--- src/rtl/clos_route_pkg.sv ---
package clos_route_pkg;
  // Next value of a counter that runs 0 .. lim-1 and wraps.
  function automatic int unsigned wrap_next(int unsigned v, int unsigned lim);
    return (v + 1 >= lim) ? 0 : v + 1;
  endfunction
endpackage

--- src/rtl/clos_port_split.sv ---
module clos_port_split #(
  parameter int P = 3,
  parameter int Q = 4,
  localparam int NW = $clog2(P * Q),
  localparam int PW = (P > 1) ? $clog2(P) : 1,
  localparam int QW = (Q > 1) ? $clog2(Q) : 1
) (
  input  logic [NW-1:0] port_num,
  output logic [PW-1:0] mod_idx,
  output logic [QW-1:0] sub_idx
);
  logic [31:0] wide_num;
  assign wide_num = 32'(port_num);
  assign mod_idx  = PW'(wide_num / Q);
  assign sub_idx  = QW'(wide_num % Q);
endmodule

--- src/rtl/clos_rank_seq.sv ---
module clos_rank_seq
  import clos_route_pkg::*;
#(
  parameter int P = 3,
  parameter int Q = 4,
  localparam int PW = (P > 1) ? $clog2(P) : 1,
  localparam int QW = (Q > 1) ? $clog2(Q) : 1
) (
  input  logic          clk,
  input  logic          rst,
  input  logic          adv,
  input  logic          first,
  input  logic [QW-1:0] offset,
  output logic [QW-1:0] cur_mid,
  output logic [PW-1:0] cur_hi
);
  // State describes the request that comes next.
  logic [QW-1:0] nxt_lo, nxt_mid, cur_lo;
  logic [PW-1:0] nxt_hi;
  logic [QW-1:0] head_mid;

  assign head_mid = QW'(32'(offset) % Q);

  always_comb begin
    if (first) begin
      cur_lo  = '0;
      cur_hi  = '0;
      cur_mid = head_mid;
    end else begin
      cur_lo  = nxt_lo;
      cur_hi  = nxt_hi;
      cur_mid = nxt_mid;
    end
  end

  always_ff @(posedge clk) begin
    if (rst) begin
      nxt_lo  <= '0;
      nxt_hi  <= '0;
      nxt_mid <= '0;
    end else if (adv) begin
      nxt_lo  <= QW'(wrap_next(32'(cur_lo), Q));
      nxt_mid <= QW'(wrap_next(32'(cur_mid), Q));
      nxt_hi  <= (32'(cur_lo) == Q - 1) ? cur_hi + 1'b1 : cur_hi;
    end
  end

  assert_lo_range_R6: assert property (@(posedge clk) disable iff (rst)
    32'(nxt_lo) < Q);
  assert_hi_carry_R6: assert property (@(posedge clk) disable iff (rst)
    (adv && 32'(cur_lo) == Q - 1) |=> nxt_hi == $past(cur_hi) + 1'b1);
  assert_idle_hold_R5: assert property (@(posedge clk) disable iff (rst)
    !adv |=> ($stable(nxt_mid) && $stable(nxt_hi) && $stable(nxt_lo)));
endmodule

--- src/rtl/rank_clos_router.sv ---
module rank_clos_router
  import clos_route_pkg::*;
#(
  parameter int P = 3,
  parameter int Q = 4,
  localparam int NW = $clog2(P * Q),
  localparam int PW = (P > 1) ? $clog2(P) : 1,
  localparam int QW = (Q > 1) ? $clog2(Q) : 1
) (
  input  logic          clk,
  input  logic          rst,
  input  logic          req_valid,
  input  logic          req_first,
  input  logic [QW-1:0] req_offset,
  input  logic [NW-1:0] req_src,
  input  logic [NW-1:0] req_dst,
  output logic          tag_valid,
  output logic [QW-1:0] tag_mid,
  output logic [PW-1:0] tag_hi,
  output logic [PW-1:0] tag_dmod,
  output logic [QW-1:0] tag_dport,
  output logic [NW-1:0] tag_src
);
  logic [QW-1:0] mid_c;
  logic [PW-1:0] hi_c;
  logic [PW-1:0] dmod_c;
  logic [QW-1:0] dport_c;

  clos_rank_seq #(.P(P), .Q(Q)) u_seq (
    .clk    (clk),
    .rst    (rst),
    .adv    (req_valid),
    .first  (req_first),
    .offset (req_offset),
    .cur_mid(mid_c),
    .cur_hi (hi_c)
  );

  clos_port_split #(.P(P), .Q(Q)) u_split (
    .port_num(req_dst),
    .mod_idx (dmod_c),
    .sub_idx (dport_c)
  );

  always_ff @(posedge clk) begin
    if (rst) begin
      tag_valid <= 1'b0;
      tag_mid   <= '0;
      tag_hi    <= '0;
      tag_dmod  <= '0;
      tag_dport <= '0;
      tag_src   <= '0;
    end else begin
      tag_valid <= req_valid;
      if (req_valid) begin
        tag_mid   <= mid_c;
        tag_hi    <= hi_c;
        tag_dmod  <= dmod_c;
        tag_dport <= dport_c;
        tag_src   <= req_src;
      end
    end
  end

  assert_tag_follows_R2: assert property (@(posedge clk) disable iff (rst)
    req_valid |=> tag_valid);
  assert_idle_quiet_R2: assert property (@(posedge clk) disable iff (rst)
    !req_valid |=> !tag_valid);
  assert_split_R3: assert property (@(posedge clk) disable iff (rst)
    (req_valid && 32'(req_dst) < P * Q) |=>
      (32'(tag_dmod) * Q + 32'(tag_dport)) == 32'($past(req_dst)));
  assert_batch_head_R4: assert property (@(posedge clk) disable iff (rst)
    (req_valid && req_first) |=>
      (tag_hi == '0 && 32'(tag_mid) == 32'($past(req_offset)) % Q));
  assert_step_R5: assert property (@(posedge clk) disable iff (rst)
    (tag_valid && req_valid && !req_first) |=>
      32'(tag_mid) == wrap_next(32'($past(tag_mid)), Q));
  assert_src_echo_R8: assert property (@(posedge clk) disable iff (rst)
    req_valid |=> tag_src == $past(req_src));
endmodule

--- config.mk ---
export PLATFORM = sky130hd
export DESIGN_NAME = rank_clos_router
export DESIGN_NICKNAME = d
export VERILOG_FILES = /design/src/rtl/clos_route_pkg.sv /design/src/rtl/clos_port_split.sv /design/src/rtl/clos_rank_seq.sv /design/src/rtl/rank_clos_router.sv
export SDC_FILE = /design/constraint.sdc
export NUM_CORES = 1
export LEC_CHECK = 0
export BUFFER_PORTS_ARGS = -buffer_cell sky130_fd_sc_hd__buf_2
export CAP_MARGIN = 20
export CORE_UTILIZATION = 49
export CTS_BUF_LIST = sky130_fd_sc_hd__clkbuf_16
export DETAILED_ROUTE_END_ITERATION = 10
export PLACE_DENSITY = 0.87
export SYNTH_ARGS = -nofsm -noshare
export SYNTH_HDL_FRONTEND = slang
export SYNTH_SLANG_ARGS = --single-unit
--- constraint.sdc ---
create_clock -name clk -period 2.54 [get_ports clk]
set_input_delay 0.762 -clock clk [delete_from_list [all_inputs] [get_ports clk]]
set_output_delay 0.762 -clock clk [all_outputs]
set_load 0.02 [all_outputs]
==> impl_metrics.csv, run 1 <==
group,metric,value,unit
detailed_routing,drt-total-wl,1360,um
logic_synthesis,syn_area_per_cell,9.47,sq um
job,max_cap_viol_count,0,
logic_synthesis,syn-instance-count,81,
logic_synthesis,synth_edf_count,0,
grt,grt_pass1_vias,556,
grt,overflow,0,
clock_tree,tritoncts,"done",
die,die-width,41.6,um
placed_design,dp_hpwl,912,um
placed_design,gp_congestion,0.706,
clock_tree,cts.sinks,19,
timing,relSlewSlack,78.1,%
detailed_routing,drc_errors,0,
placed_design,port-buffer-count,26,
critical_path,worst-path-buf-inv,1,
clock_tree,clockBufferDepth,2,
finish,seq_area,380,sq um
timing,setup_tns,0,ps
finish,mostFrequentLayoutCell,"buf_2",
logic_synthesis,ys_warn_count,0,
finish,layout_common_cells,"26 x buf_2, 19 x dfxtp_1, 17 x nor2_1, 11 x mux2i_1",
placed_design,place_ws,656,ps
grt,groute.usage.overall,16.9,%
timing,rsz0062_at_grt,"false",
detailed_routing,wire_per_inst,11.2,um
pwr,swShare,22.3,%
die,initial_core_util,55.5,%
finish,final_cells,121,
pwr,power.switching,160,uW
timing,skew,1.53,ps
timing,setup_ws,873,ps
die,fp.dieH,41.6,um
timing,setup_viol,0,
clock_tree,cts_hold_buf,0,
die,core_region_area,1380,sq um
clock_tree,postCtsSetupBuffers,0,
detailed_routing,first_iter_violations,5,
die,design.die.area,1730,sq um
critical_path,critPathLaunchType,"primary input",
grt,grt_pass1_wl,2250,um
logic_synthesis,seq_area_frac_synth,49.6,%
pwr,p_leak,0.000464,uW
critical_path,cpLargestDelayFamily,"simple AND/OR/NAND/NOR gates",
timing,timing.final.crit_share,65.6,%
timing,slew_viol_final,0,
pwr,pwr-share-comb,10.9,%
die,core.rowCount,13,
finish,antenna_cells,0,
detailed_routing,drtPass1Iterations,2,
logic_synthesis,synthDistinctLibCells,22,
timing,period_needed,1670,ps
clock_tree,cts_resized,0,
pwr,pwr-share-clk,44.3,%
clock_tree,numCtsBuffers,3,
finish,multiInputGateArea,342,sq um
logic_synthesis,ys_ff_latch,19,
finish,syn_to_final_growth,25.4,%
critical_path,required,2720,ps
pwr,intPower,557,uW
logic_synthesis,synthArstFlopShare,0,%
finish,fin_nets,122,
logic_synthesis,syn-num-nets,96,
hold_path,hold_class,"flip-flop to flip-flop",
critical_path,slowest_stage,"or3_1",
detailed_routing,antenna_left,0,
timing,final-hold-violation-count,0,
detailed_routing,avgViaCountPerCell,5.19,
pwr,ir_drop,396,uV
timing,fmax,600,MHz
outcome,status,"finished clean",
detailed_routing,vias,628,
clock_tree,clkSlewWorstSetupHoldPaths,50,ps
clock_tree,root_buffer,"clkbuf_16",
grt,antenna_found_initial,0,
finish,drive_gt1_share,29.2,%
pwr,power,717,uW
finish,fillers,121,
grt,grt_max_degree,20,
timing,max_slew.worst_pin.slew,329,ps
logic_synthesis,synthesis.area,767,sq um
critical_path,crit_arrival,1850,ps
clock_tree,htreeDepth,1,
logic_synthesis,synth_ff_type,"dfxtp_1",
critical_path,crit_fanout,11,
clock_tree,clock_latency,250,ps
placed_design,placed_cells,117,
pwr,power-per-cell-area,745,nW/um^2
critical_path,endpoint_kind,"flip-flop",
critical_path,critical-path-max-stage-delay,310,ps
pwr,sequentialPowerShare,44.8,%
die,ios,27,
critical_path,critPathKind,"primary input to flip-flop",
critical_path,cp_cell_sequence,"buf_2 -> nor2b_1 -> ha_1 -> nand2_1 -> or3_1 -> a21oi_1",
-- path summary, 6_finish.rpt --
check | end | depth (start not counted) | startpoint | slack, ps
worst max-delay path | u_seq.nxt_hi[1] | 6 | req_first | 870
worst min-delay path | tag_hi[0] | 2 | tag_hi[0] | 450
worst max register to register | u_seq.nxt_hi[1] | 5 | u_seq.nxt_lo[0] | 1220
worst min register to register | tag_hi[0] | 2 | tag_hi[0] | 450
-- cells in the mapped netlist (all sizes together) (2+ instances only) --
cell type | instances | area share [%]
nor2b | 2 | 1.6
nor2 | 17 | 8.3
mux2i | 11 | 14
dfxtp | 19 | 50
a21oi | 4 | 2.6
nand2 | 4 | 2.0
nor3 | 2 | 1.3
o21ai | 3 | 2.0
buf | 6 | 5.4
a211oi | 3 | 2.9
-- metal layers --
layer  vias up  global-route usage (%)  routed length [um]
met1       283                    19.0                 630
met5         -                       0                   0
met4         0                    8.39                   0
li1        327                       -                   -
met3         0                    5.65                  56
met2        18                    28.4                 672
-- worst reg2reg max path, stage by stage (launching register included) --
cell and delay [ps]:
dfxtp_1 330, nor2b_1 190, ha_1 250, nand2_1 70
or3_1 310, a21oi_1 120
-- cell type report --
| type | instances | area share [%] |
|---|---|---|
| Sequential cell | 19 | 39.5 |
| Multi-Input combinational cell | 55 | 35.5 |
| Timing Repair Buffer | 27 | 14.3 |
| Clock buffer | 3 | 7.80 |
| Tap cell | 15 | 1.95 |
| Clock inverter | 1 | 0.520 |
| Inverter | 1 | 0.390 |
-- logic make-up after synthesis --
| family | Yosys count | synth area share [%] |
|---|---|---|
| flops | 19 | 49.6 |
| compound gates | 12 | 9.62 |
| xor+xnor | 1 | 1.14 |
| fa+ha+maj | 1 | 1.63 |
| mux | 11 | 14.4 |
| buf+inv | 7 | 5.87 |
| simple gates | 30 | 17.8 |
-- per-stage QoR --
step / hold slack, ps / utilization, % / cell area (sq um)
floorplan: 452 / - / 767
global placement: 440 / 63.8 / 882
detailed placement: 451 / 63.8 / 882
CTS: 458 / 69.6 / 962
global route: 482 / 69.6 / 962
finish: 452 / 69.6 / 962
-- power by group through the flow --
stage / clock network [uW] / logic [uW] / registers (uW)
global route: 339 / 85.8 / 323
detailed placement: 0 / 78.1 / 327
CTS: 324 / 78.8 / 321
finish: 318 / 77.9 / 321
floorplan: 0 / 42.5 / 340
global placement: 0 / 76.4 / 327
-- state kept, by name, summed over array words and instances, names as in the netlist --
name,cells
tag_valid,1
tag_dmod,2
tag_hi,2
tag_mid,2
tag_src,4
tag_dport,2
u_seq.nxt_mid,2
u_seq.nxt_lo,2
u_seq.nxt_hi,2
Power figures use the tool's default switching activity.
==> inputs of run 2 (changes only) <==
- CORE_UTILIZATION: 49 -> 42
- PLACE_DENSITY: 0.87 -> 0.8
- clock period: 2.54 -> 1.52 ns (I/O delays scaled with it)
==> run 2 against run 1 <==
  * Power up 68%
  * Core utilization down 12 points
  * Global-route usage down 1.3 points
  * Register-to-register slack worse by 1000 ps
  * Via count up 3.0%
  * Routed wire length up 7.0%
  * Worst hold slack worse by 5.8 ps
  * Sequential share of layout area down 1.1 points
  * Critical path depth down 1
  * Largest cell class unchanged
==> impl_metrics.csv, run 2 (synthesis gave the netlist of run 1 again) <==
group,metric,value,unit
critical_path,critical-path-max-stage-delay,330,ps
placed_design,place_ws,-21.2,ps
detailed_routing,first_iter_violations,3,
clock_tree,clkSlewWorstSetupHoldPaths,50,ps
finish,syn_to_final_growth,29.0,%
critical_path,critPathKind,"flip-flop to flip-flop",
finish,regMostFlops,"tag_src",
finish,largest_reg_flops,4,
timing,setup_ws,210,ps
placed_design,placed_cells,129,
detailed_routing,antenna_left,0,
placed_design,port-buffer-count,26,
clock_tree,cts_resized,0,
detailed_routing,drt-total-wl,1450,um
finish,layout_common_cells,"26 x buf_2, 19 x dfxtp_1, 17 x nor2_1, 11 x mux2i_1",
placed_design,gp_congestion,0.765,
die,core.rowCount,15,
die,fp.dieH,44.7,um
pwr,ir_drop,787,uV
timing,slew_viol_final,0,
critical_path,critPathLaunchType,"flip-flop",
timing,setup_viol,0,
timing,timing.final.crit_share,86.2,%
pwr,p_leak,0.000473,uW
placed_design,dp_hpwl,1060,um
detailed_routing,vias,647,
finish,final_util,57.3,%
die,design.die.area,2000,sq um
critical_path,endpoint_kind,"flip-flop",
outcome,status,"finished clean",
clock_tree,numCtsBuffers,3,
die,ios,27,
finish,antenna_cells,0,
finish,fin_area,990,sq um
job,max_cap_viol_count,0,
pwr,intPower,935,uW
clock_tree,tritoncts,"done",
timing,period_needed,1310,ps
pwr,power.switching,268,uW
grt,antenna_found_initial,0,
placed_design,placed_area,910,sq um
clock_tree,cts_hold_buf,0,
hold_path,hold_depth,3,
timing,max_slew.worst_pin.slew,322,ps
clock_tree,cts.sinks,19,
pwr,swShare,22.3,%
grt,grt_pass1_wl,2170,um
finish,final_cells,133,
finish,multiInputGateArea,342,sq um
timing,relSlewSlack,78.5,%
critical_path,reg2regPathDepth,5,
hold_path,hold_class,"primary input to flip-flop",
clock_tree,root_buffer,"clkbuf_16",
finish,seq_area,380,sq um
timing,final-hold-violation-count,0,
critical_path,crit_arrival,1490,ps
critical_path,slowest_stage,"dfxtp_1",
critical_path,required,1700,ps
critical_path,cp_cell_sequence,"nor2b_1 -> ha_1 -> nand2_1 -> or3_1 -> a21oi_1",
grt,groute.usage.overall,15.6,%
critical_path,crit_fanout,4,
finish,fillers,165,
timing,rsz0062_at_grt,"false",
finish,mostFrequentLayoutCell,"buf_2",
grt,grt_max_degree,20,
detailed_routing,wire_per_inst,10.9,um
timing,fmax,764,MHz
clock_tree,clockBufferDepth,2,
die,core_region_area,1730,sq um
pwr,pwr-share-comb,11.3,%
clock_tree,clock_latency,250,ps
pwr,power-per-cell-area,1220,nW/um^2
clock_tree,postCtsSetupBuffers,0,
timing,skew,1.28,ps
die,initial_core_util,44.4,%
timing,whs,446,ps
grt,grt_pass1_vias,550,
finish,fin_nets,124,
die,die-width,44.7,um
clock_tree,htreeDepth,1,
pwr,pwr-share-clk,44.0,%
detailed_routing,avgViaCountPerCell,4.86,
detailed_routing,drc_errors,0,
pwr,sequentialPowerShare,44.7,%
grt,overflow,0,
finish,drive_gt1_share,30.6,%
detailed_routing,drtPass1Iterations,3,
-- run 2: cell count changes in the layout (fill, tap and decap cells not counted), sizes merged --
| cell | before | now |
|---|---|---|
| buf | 27 | 29 |
-- run 2: metal layers --
layer  GRT usage [%]  vias to the layer above  wire [um]
met5               0                        -          0
met4            7.27                        0         19
met3            6.00                        4         75
met2            28.5                       16        758
met1            15.5                      301        600
li1                -                      326          -
-- run 2: critical path: cells and delay by family (launching register included) --
family / cells / cell delay (ps)
simple gates: 3 / 550
flops: 1 / 330
fa+ha+maj: 1 / 230
compound gates: 1 / 130
-- run 2: worst paths after layout --
check	slack (ps)	to	startpoint
worst max-delay path	210	u_seq.nxt_hi[1]	u_seq.nxt_lo[0]
worst max register to register	210	u_seq.nxt_hi[1]	u_seq.nxt_lo[0]
worst min register to register	450	tag_hi[0]	tag_hi[0]
worst min-delay path	450	tag_dmod[1]	req_dst[3]
-- run 2: metrics by stage --
| step | power (uW) | TNS (ps) |
|---|---|---|
| floorplan | 640 | 0 |
| global placement | 678 | 0 |
| detailed placement | 684 | -21.2 |
| CTS | 1230 | 0 |
| global route | 1250 | 0 |
| finish | 1200 | 0 |
-- run 2: layout make-up --
class,instances,share of cell area (%)
clock buffer,3,7.59
clock inverter,1,0.506
inverter,1,0.379
multi-input combinational,55,34.5
sequential,19,38.4
tap,25,3.16
timing repair buffer,29,15.4
-- run 2: power groups by stage --
stage	clock network, uW	logic [uW]	registers, uW
after CTS	553	138	538
final	529	136	538
after floorplan	0	71.1	569
after global routing	559	150	540
after global placement	0	132	546
after detailed placement	0	137	548
==> inputs of run 3 (changes only) <==
- CELL_PAD_IN_SITES_DETAIL_PLACEMENT: default -> 1
- CELL_PAD_IN_SITES_GLOBAL_PLACEMENT: default -> 1
- CORE_ASPECT_RATIO: default -> 0.9
- CORE_UTILIZATION: 42 -> 31
==> run 3 against run 2 <==
  * Clock-buffer cell count did not move
  * Register-to-register slack got worse by 130 ps
  * Global-route usage fell by 2.0 points
  * Largest cell class unchanged
==> impl_metrics.csv, run 3 (synthesis gave the netlist of run 1 again) <==
group,metric,value,unit
detailed_routing,antenna_left,0,
detailed_routing,drt-total-wl,1690,um
detailed_routing,vias,656,
pwr,power-per-cell-area,1220,nW/um^2
placed_design,port-buffer-count,26,
job,max_cap_viol_count,0,
placed_design,dp_hpwl,1230,um
critical_path,reg2reg_slack,80,ps
detailed_routing,drtPass1Iterations,4,
timing,max_slew.worst_pin.slew,356,ps
clock_tree,root_buffer,"clkbuf_16",
critical_path,slowest_stage,"dfxtp_1",
finish,fin_nets,123,
critical_path,endpoint_kind,"flip-flop",
timing,whs,439,ps
clock_tree,clkSlewWorstSetupHoldPaths,60,ps
hold_path,hold_class,"primary input to flip-flop",
timing,skew,3.59,ps
pwr,p_leak,0.000469,uW
finish,fin_area,1000,sq um
grt,grt_pass1_wl,2640,um
detailed_routing,wl_met3,86,um
timing,fmax,696,MHz
die,core_region_area,2260,sq um
grt,antenna_found_initial,0,
critical_path,critical-path-max-stage-delay,340,ps
detailed_routing,first_iter_violations,5,
critical_path,critPathLaunchType,"flip-flop",
timing,relSlewSlack,76.3,%
critical_path,required,1700,ps
clock_tree,tritoncts,"done",
die,ios,27,
placed_design,gp_congestion,0.703,
timing,setup_ws,83.7,ps
finish,seq_area,380,sq um
die,initial_core_util,33.9,%
finish,multiInputGateArea,342,sq um
placed_design,place_ws,-58.8,ps
grt,groute.usage.overall,13.7,%
die,fp.dieH,49.2,um
critical_path,cp_cell_sequence,"nor2b_1 -> ha_1 -> nand2_1 -> or3_1 -> a21oi_1",
clock_tree,cts_hold_buf,0,
detailed_routing,wl_met2,847,um
clock_tree,clock_latency,250,ps
critical_path,crit_fanout,4,
detailed_routing,dr.max_layer_used,"met3",
clock_tree,cts_resized,0,
finish,mostFrequentLayoutCell,"buf_2",
clock_tree,cts.sinks,19,
timing,period_needed,1440,ps
die,design.die.area,2680,sq um
detailed_routing,drc_errors,0,
finish,final_util,44.2,%
timing,slew_viol_final,0,
finish,antenna_cells,0,
timing,timing.final.crit_share,94.5,%
clock_tree,clockBufferDepth,2,
finish,regMostFlops,"tag_src",
pwr,ir_drop,726,uV
clock_tree,numCtsBuffers,3,
timing,rsz0062_at_grt,"false",
clock_tree,htreeDepth,1,
finish,layout_common_cells,"26 x buf_2, 19 x dfxtp_1, 17 x nor2_1, 11 x mux2i_1",
die,die-width,54.4,um
grt,grt_max_degree,20,
clock_tree,postCtsSetupBuffers,0,
finish,drive_gt1_share,29.9,%
critical_path,critPathKind,"flip-flop to flip-flop",
grt,overflow,0,
grt,grt_pass1_vias,590,
timing,setup_viol,0,
finish,syn_to_final_growth,30.3,%
detailed_routing,avgViaCountPerCell,4.90,
finish,largest_reg_flops,4,
detailed_routing,wire_per_inst,12.6,um
critical_path,crit_arrival,1620,ps
outcome,status,"finished clean",
die,core.rowCount,16,
timing,final-hold-violation-count,0,
finish,fillers,284,
detailed_routing,wl_met1,755,um
placed_design,placed_area,917,sq um
## run 3: changes by cell type in the layout (fill, tap and decap cells not counted)
cell	previous run	this run
buf_12	0	1
buf_4	3	1
clkinv_2	1	0
clkinvlp_4	0	1
## run 3: final timing paths
check | end | from | cells after the start
max reg2reg | u_seq.nxt_hi[1] | u_seq.nxt_lo[0] | 5
max | u_seq.nxt_hi[1] | u_seq.nxt_lo[0] | 5
min reg2reg | tag_hi[1] | tag_hi[1] | 2
min | tag_dport[0] | req_dst[0] | 3
## run 3: area by class of cell
cell class | count | share of cell area, %
Sequential cell | 19 | 38.0
Clock inverter | 1 | 0.751
Inverter | 1 | 0.375
Clock buffer | 3 | 7.51
Timing Repair Buffer | 28 | 15.8
Tap cell | 27 | 3.38
Multi-Input combinational cell | 55 | 34.2
## run 3: power by group
part	switching [uW]	internal, uW	leakage (uW)
Sequential	14.0	524	0.000156
Clock	188	355	0.0000371
Combinational	80.8	59.9	0.000276
## run 3: critical path, delay by kind of cell, from the launching register on
kind / cells / cell delay (ps)
AND/OR/NAND/NOR: 3 / 630
flip-flops: 1 / 340
adder cells (fa/ha/maj): 1 / 270
AO/OA/AOI/OAI: 1 / 120
## run 3: stage by stage
step           power [uW]  TNS (ps)  cells
4_1_cts              1230         0    134
5_1_grt              1270         0    134
6_report             1220         0    134
2_1_floorplan         640         0     81
3_5_place_dp          689     -58.8    130
3_3_place_gp          682         0    130
## run 3: layer usage
layer	up-vias	global-route usage (%)
met5	-	0
met4	0	2.56
met3	0	4.67
met2	25	23.4
met1	305	16.1
li1	326	-
